===== src/rtl/bus_mem_slave_pkg.sv =====
package bus_mem_slave_pkg;

    typedef enum logic [1:0] {
        PH_IDLE   = 2'd0,
        PH_SETUP  = 2'd1,
        PH_ACCESS = 2'd2
    } bus_phase_e;

endpackage


===== src/rtl/bus_mem_slave_phase.sv =====
module bus_mem_slave_phase
    import bus_mem_slave_pkg::*;
#(
    parameter int SEL_W     = 8,
    parameter int SLAVE_IDX = 0
) (
    input  logic [SEL_W-1:0] sel_i,
    input  logic             en_i,
    output bus_phase_e       phase_o
);

    logic own_sel;

    assign own_sel = sel_i[SLAVE_IDX];

    always_comb begin
        if (!own_sel) begin
            phase_o = PH_IDLE;
        end else if (!en_i) begin
            phase_o = PH_SETUP;
        end else begin
            phase_o = PH_ACCESS;
        end
    end

endmodule


===== src/rtl/bus_mem_slave_array.sv =====
module bus_mem_slave_array #(
    parameter int ADDR_W = 8,
    parameter int DATA_W = 8
) (
    input  logic              clk_i,
    input  logic              we_i,
    input  logic [ADDR_W-1:0] waddr_i,
    input  logic [DATA_W-1:0] wdata_i,
    input  logic [ADDR_W-1:0] raddr_i,
    output logic [DATA_W-1:0] rdata_o
);

    localparam int DEPTH = 2 ** ADDR_W;

    logic [DATA_W-1:0] word_q [DEPTH];

    // One register per word with its own decoded enable; no reset on storage.
    for (genvar gi = 0; gi < DEPTH; gi++) begin : g_word
        logic hit;
        assign hit = we_i && (waddr_i == ADDR_W'(gi));
        always_ff @(posedge clk_i) begin
            if (hit) begin
                word_q[gi] <= wdata_i;
            end
        end
    end

    assign rdata_o = word_q[raddr_i];

endmodule


===== src/rtl/bus_mem_slave.sv =====
module bus_mem_slave
    import bus_mem_slave_pkg::*;
#(
    parameter int SEL_W     = 8,
    parameter int SLAVE_IDX = 0,
    parameter int ADDR_W    = 8,
    parameter int DATA_W    = 8
) (
    input  logic              clk_i,
    input  logic              rst_i,
    input  logic [SEL_W-1:0]  bus_sel_i,
    input  logic              bus_en_i,
    input  logic              bus_wr_i,
    input  logic [ADDR_W-1:0] bus_addr_i,
    input  logic [DATA_W-1:0] bus_wdata_i,
    output logic [DATA_W-1:0] bus_rdata_o
);

    typedef struct packed {
        logic              pend;
        logic              is_wr;
        logic [ADDR_W-1:0] addr;
        logic [DATA_W-1:0] rdata;
    } slv_state_t;

    slv_state_t        st_d, st_q;
    bus_phase_e        phase;
    logic              mem_we;
    logic [DATA_W-1:0] mem_rdata;

    bus_mem_slave_phase #(
        .SEL_W     (SEL_W),
        .SLAVE_IDX (SLAVE_IDX)
    ) u_phase (
        .sel_i   (bus_sel_i),
        .en_i    (bus_en_i),
        .phase_o (phase)
    );

    bus_mem_slave_array #(
        .ADDR_W (ADDR_W),
        .DATA_W (DATA_W)
    ) u_array (
        .clk_i   (clk_i),
        .we_i    (mem_we),
        .waddr_i (st_q.addr),
        .wdata_i (bus_wdata_i),
        .raddr_i (bus_addr_i),
        .rdata_o (mem_rdata)
    );

    // A write commits only in an access cycle armed by a preceding write setup.
    assign mem_we = !rst_i && (phase == PH_ACCESS) && st_q.pend && st_q.is_wr;

    always_comb begin
        st_d      = st_q;
        st_d.pend = 1'b0;
        unique case (phase)
            PH_SETUP: begin
                st_d.pend  = 1'b1;
                st_d.is_wr = bus_wr_i;
                st_d.addr  = bus_addr_i;
                if (!bus_wr_i) begin
                    st_d.rdata = mem_rdata;
                end
            end
            PH_ACCESS: begin
                st_d.pend = 1'b0;
            end
            default: begin
                st_d.pend = 1'b0;
            end
        endcase
    end

    always_ff @(posedge clk_i) begin
        if (rst_i) begin
            st_q.pend  <= 1'b0;
            st_q.is_wr <= 1'b0;
            st_q.addr  <= '0;
            st_q.rdata <= '0;
        end else begin
            st_q <= st_d;
        end
    end

    assign bus_rdata_o = st_q.rdata;


    rst_zero_chk: assert property (@(posedge clk_i)
        rst_i |=> (bus_rdata_o == '0));


    foreign_quiet_chk: assert property (@(posedge clk_i) disable iff (rst_i)
        !bus_sel_i[SLAVE_IDX] |=> $stable(bus_rdata_o));


    write_quiet_chk: assert property (@(posedge clk_i) disable iff (rst_i)
        (bus_sel_i[SLAVE_IDX] && bus_wr_i) |=> $stable(bus_rdata_o));


    rd_change_chk: assert property (@(posedge clk_i) disable iff (rst_i)
        (!$stable(bus_rdata_o) && !$past(rst_i)) |->
            $past(bus_sel_i[SLAVE_IDX] && !bus_en_i && !bus_wr_i));

endmodule


===== config.mk =====
export PLATFORM = sky130hd
export DESIGN_NAME = bus_mem_slave
export DESIGN_NICKNAME = d
export VERILOG_FILES = /design/src/rtl/bus_mem_slave_pkg.sv /design/src/rtl/bus_mem_slave_phase.sv /design/src/rtl/bus_mem_slave_array.sv /design/src/rtl/bus_mem_slave.sv
export SDC_FILE = /design/constraint.sdc
export NUM_CORES = 2
export LEC_CHECK = 0
export BUFFER_PORTS_ARGS = -buffer_cell sky130_fd_sc_hd__buf_2
export CAP_MARGIN = 20
export CORE_ASPECT_RATIO = 0.6
export CORE_MARGIN = 5
export CORE_UTILIZATION = 50
export CTS_BUF_LIST = sky130_fd_sc_hd__clkbuf_4
export DETAILED_ROUTE_END_ITERATION = 8
export GPL_TIMING_DRIVEN = 1
export MAX_ROUTING_LAYER = met4
export PLACE_DENSITY_LB_ADDON = 0.2
export SETUP_SLACK_MARGIN = 0.1
export SLEW_MARGIN = 25
export SYNTH_ARGS = -nofsm -noshare
export SYNTH_HDL_FRONTEND = slang
export SYNTH_SLANG_ARGS = --single-unit

===== constraint.sdc =====
create_clock -name clk_i -period 5.5 [get_ports clk_i]
set_input_delay 1.1 -clock clk_i [delete_from_list [all_inputs] [get_ports clk_i]]
set_output_delay 1.1 -clock clk_i [all_outputs]
set_load 0.005 [all_outputs]

Word level (Yosys, flattened, before mapping)
Memories as Yosys holds them, arrays and structs flattened. A register that Yosys moved wholly into a read port is not among the register bits.
Index checks and enable logic that the tools add are counted.
{"block": "totals", "ramBits": 2048, "out_inout_bits": 8, "wordCells": 2059, "input_bits": 28, "mem_count": 1, "ff_bits": 10}
{"block": "op_classes", "bitwise_logic": 1, "mux": 1280, "reduce_logical": 517, "n_eq_ne": 257}
{"name": "u_array.word_q", "words": 256, "width": 8, "read_ports": 1, "rd_ports_with_merged_regs": 1, "wr": 1, "line": "bus_mem_slave_array.sv:15", "rtl": "logic [DATA_W-1:0] word_q [DEPTH];"}
{"op": "8-bit two-way mux", "n": 510}
{"op": "8-bit OR reduction", "n": 255}
{"op": "8-bit equality test (second input constant)", "n": 128}
{"op": "1-bit two-way mux", "n": 768}
{"op": "8-bit by 7-bit equality test with 1-bit output (second input constant)", "n": 64}
{"op": "1-bit logical AND", "n": 259}
{"op": "8-bit by 6-bit equality test with 1-bit output (second input constant)", "n": 32}
{"op": "8-bit by 5-bit equality test with 1-bit output (second input constant)", "n": 16}
{"op": "8-bit by 4-bit equality test with 1-bit output (second input constant)", "n": 8}
{"op": "8-bit by 3-bit equality test with 1-bit output (second input constant)", "n": 4}
{"op": "8-bit by 2-bit equality test with 1-bit output (second input constant)", "n": 2}
{"op": "8-bit by 1-bit equality test with 1-bit output (second input constant)", "n": 1}
{"op": "8-bit logical NOT", "n": 1}
{"op": "2-bit two-way mux", "n": 2}
{"op": "2-bit by 1-bit equality test with 1-bit output (second input constant)", "n": 1}
{"op": "2-bit equality test (second input constant)", "n": 1}
{"op": "2-bit AND reduction", "n": 1}
{"op": "1-bit logical NOT", "n": 1}
{"op": "1-bit inverter", "n": 1}

Longest topological paths before layout
{"block": "logic_depth", "depth_word": 265, "ltp_mapped": 14, "ltp_nobuf": 7}

Cells and area by module
From an unflattened synthesis, not the netlist that was laid out.
{"block": "hier_totals", "cells_unflattened": 3772, "area_unflattened_um2": 80413.4}
{"mod": "bus_mem_slave_array", "n_inst": 1, "area_per_inst_um2": 79680.2, "cells_per_inst": 3681, "seq_area_each_um2": 61499.0}
{"mod": "bus_mem_slave", "n_inst": 1, "area_per_inst_um2": 716.9, "cells_per_inst": 89, "seq_area_each_um2": 360.3}
{"mod": "bus_mem_slave_phase", "n_inst": 1, "area_per_inst_um2": 16.3, "cells_per_inst": 2, "seq_area_each_um2": 0.0}

Worst setup path after synthesis
OpenSTA, ideal clock, no wires.
{"block": "synth_path", "path_kind": "input -> register", "start": "in bus_addr_i[0]", "end": "reg bus_rdata_o[6] (netlist name)", "required_time_ns": 5.375, "slack_ns": 2.298, "setup_time_ns": 0.125, "path_stages": 10, "arrival_time_ns": 3.077, "n_path_buf": 5, "path_cell_list": "buf_6 -> buf_12 -> buf_8 -> buf_6 -> buf_6 -> mux4_2 -> a2111oi_1 -> nor4_1 -> a32oi_1 -> o41ai_1"}
{"element": "start, declared", "line": "bus_mem_slave.sv:14", "rtl": "input logic [ADDR_W-1:0] bus_addr_i,"}

==> flow_summary.yaml <==
placement:
  io_buffers: 28
  gp_congestion: 0.8747
  hpwl_um: 132500
flow_run:
  maxCapViolations: 0
pwr:
  powerDensity_nw_per_um2: 344.0
  ir_worst_vdd_mv: 0.2172
  leakage_nw: 28.39
  power_mw: 30.69
yosys:
  synthesis.area_um2: 80770
  synth_compound_area_frac: 0.02988
  synth_cell_types: 66
  syn_nets: 3894
  synth.avg_cell_area_um2: 20.89
  ys_seq_area_frac: 0.7658
  synth_edf_count: 2048
  synth_xor_area_frac: 0
  synthCells: 3866
  synthMuxAreaShare: 0.1515
  synth-async-reset-ratio: 0
  ys_warn_count: 0
  synth_top_family_by_area: "multiplexers"
  yosys_most_used_dff: "edfxtp_1"
  ys_ff_latch: 2066
  synthSimpleGateAreaFrac: 0.02934
  synth_adder_area_share: 0
timing:
  timing.final.crit_share: 0.6287
  tightestPinTransition_ns: 1.096
  max_freq_mhz: 289.2
  finalSetupViolations: 0
  rsz0062_at_grt: "no"
  min_period_ns: 3.458
  skew_ns: 0.1138
  relSlewSlack: 0.2665
  drv_slew: 0
  fin_setup_tns_ns: 0
  hold_viol_final: 0
routing:
  routed_wl_um: 212300
  wl_per_cell_um: 31.35
  vias_per_cell: 6.231
  drt_iter0_drc: 6057
  antenna_left: 0
  dr.pass1.iters: 6
  vias: 42210
  drc: 0
hold_path:
  min_path_type: "input pin to register"
grt:
  grt_start_max_net_pins: 119
  top_usage_layer: "met1"
  antenna_found_initial: 10
  met2_usage: 0.3280
  grt_use_met3: 0.07732
  grt_use_met1: 0.4015
  grt_overflow: 0
  grtUsageTotal: 0.2566
  grt_pass1_wl_um: 301700
  grt_pass1_vias: 41010
layout:
  drive_gt1_frac: 0.2902
  final_cell_mix: "2048 x edfxtp_1, 682 x clkbuf_4, 411 x mux4_2, 306 x nor2_1, 220 x mux2i_1"
  final_common_cell: "edfxtp_1"
  nets: 4309
  finish.utilization: 0.5550
  fill_cells: 12300
  area_growth_pct: 10.46
worst_setup_path:
  cp_num_buf_inv: 4
  regToRegStartpoint: "st_q[17]"
  cp_slowest_cell: "a2111oi_1"
  cp-endpoint: "bus_rdata_o[7]"
  rr_endpoint: "u_array.word_q[249][7]"
  critPathArrivalTime_ns: 4.55
  rr_worst_depth: 6
  ff2ff_setup_slack_ns: 2.05
  crit_path_cell_trace: "buf_8 -> buf_12 -> buf_4 -> mux4_2 -> nand2_1 -> a21oi_1 -> a2111oi_1 -> buf_4 -> nor4_1 -> a32oi_1 -> o41ai_1"
  crit_top_cell: "buf_4"
  max_stage_delay_ns: 0.74
  crit_cells: 11
  worstSetupPathType: "input pin to register"
  path_max_fanout: 29
  startpoint_type: "input pin"
  cp_top_family: "compound AO/OA/AOI/OAI gates"
  crit_required_ns: 6.59
  endpoint_kind: "register"
  cp-startpoint: "bus_addr_i[0]"
clocking:
  cts_resized: 0
  cts_sinks: 2066
  htreeDepth: 5
  cts.path.max_buffers: 4
  post_cts_buffers: 0
  worstSkewPairLatency_ns: 1.23
  root_buffer: "clkbuf_4"
  hold_buffers: 0
  cts_buffers: 462
  cts_tree: "yes"
  path_clk_slew_ns: 0.07
floorplan:
  rows: 114
  die_w_um: 528.9
  start_util: 0.5025
  core_um2: 160800
  io_pins: 36
  die_area_um2: 169900
  die_height_um: 321.3
outcome:
  status: "complete, no violations"
## where the power goes
part	total [mW]	internal, mW	switching, mW
Sequential	17.3	17.3	0.0118
Combinational	1.50	0.507	0.993
Clock	11.9	5.98	5.91
## registers in the layout, summed over array words and instances (netlist names)
signal          count
u_array.word_q   2048
bus_rdata_o         8
st_q               10
## worst reg2reg max path: cells and delay by family, from the launching register on
kind	cells	cell delay (ns)
flip-flops	1	0.32
AND/OR/NAND/NOR	5	2.29
buffers and inverters	1	0.44
## area by class of cell
type,instances,area (um^2),share of cell area
sequential,2066,61860,0.6933
multi-input combinational,1560,17090,0.1915
clock buffer,682,5120,0.05738
tap,2146,2685,0.03009
timing repair buffer,188,1732,0.01941
clock inverter,125,716.9,0.008035
inverter,3,16.27,0.0001823
antenna,4,10.01,0.0001122
## logic make-up after synthesis
kind of cell           Yosys count
DFF                           2066
muxes                          663
and+or+nand+nor                558
AOI/OAI and AO/OA              339
buffers and inverters          240
## synthesized netlist by cell type, types with 4 or more instances
cell type | n | area share
a221oi_1 | 4 | 0.00043
nand4_1 | 11 | 0.00085
o21ai_0 | 34 | 0.0021
buf_2 | 37 | 0.0023
a22o_1 | 11 | 0.0012
nand2_1 | 128 | 0.0059
a32oi_1 | 6 | 0.00065
a211oi_1 | 17 | 0.0016
buf_6 | 43 | 0.0060
edfxtp_1 | 2048 | 0.76
a2111oi_0 | 20 | 0.0022
mux4_1 | 28 | 0.0091
buf_12 | 22 | 0.0055
o221ai_1 | 34 | 0.0037
nor2b_1 | 13 | 0.0010
nand2b_1 | 5 | 0.00039
a22oi_1 | 33 | 0.0031
and2_1 | 5 | 0.00039
nor3_1 | 20 | 0.0012
dfxtp_1 | 18 | 0.0045
mux4_2 | 411 | 0.11
o211ai_1 | 9 | 0.00084
nand3_1 | 31 | 0.0019
o221ai_2 | 7 | 0.0013
a31oi_1 | 12 | 0.00093
clkbuf_8 | 4 | 0.00068
mux2_2 | 4 | 0.00056
o2111ai_1 | 4 | 0.00043
nor2_1 | 307 | 0.014
a2111oi_1 | 4 | 0.00050
mux2i_1 | 220 | 0.027
buf_1 | 8 | 0.00037
buf_4 | 26 | 0.0024
a21oi_1 | 47 | 0.0029
buf_8 | 10 | 0.0019
or4_1 | 7 | 0.00065
clkbuf_1 | 83 | 0.0039
nor4_1 | 13 | 0.0010
o22ai_1 | 78 | 0.0060
## per-stage QoR
stage	instances	hold WS [ns]	setup WS (ns)	instance area, um^2
after floorplan	3866	0.4320	2.298	80770
after global placement	5962	0.4450	0.9275	83340
after detailed placement	5963	0.4627	0.8216	83370
after CTS	6770	0.07317	2.126	89200
after global routing	6773	0.1195	1.955	89220
final	6774	0.2064	2.042	89220
## how the worst min path moves through the flow
stage	start	endpoint	slack (ns)	depth (start not counted)
4_1_cts	bus_wr_i	st_q[16]	0.07	3
6_report	bus_wr_i	st_q[16]	0.21	3
3_5_place_dp	st_q[16]	st_q[16]	0.46	2
5_1_grt	bus_wr_i	st_q[16]	0.12	3
2_1_floorplan	bus_rdata_o[6]	bus_rdata_o[6]	0.43	2
3_3_place_gp	st_q[16]	st_q[16]	0.45	2
## per-layer routing
layer / wire, um / up-vias / part of all wire
li1: - / 17260 / -
met1: 93460 / 21990 / 0.44
met2: 87060 / 2683 / 0.41
met3: 27810 / 281 / 0.13
met4: 4019 / 0 / 0.019
met5: 0 / - / 0
No activity file was read; power rests on OpenSTA's default activity.
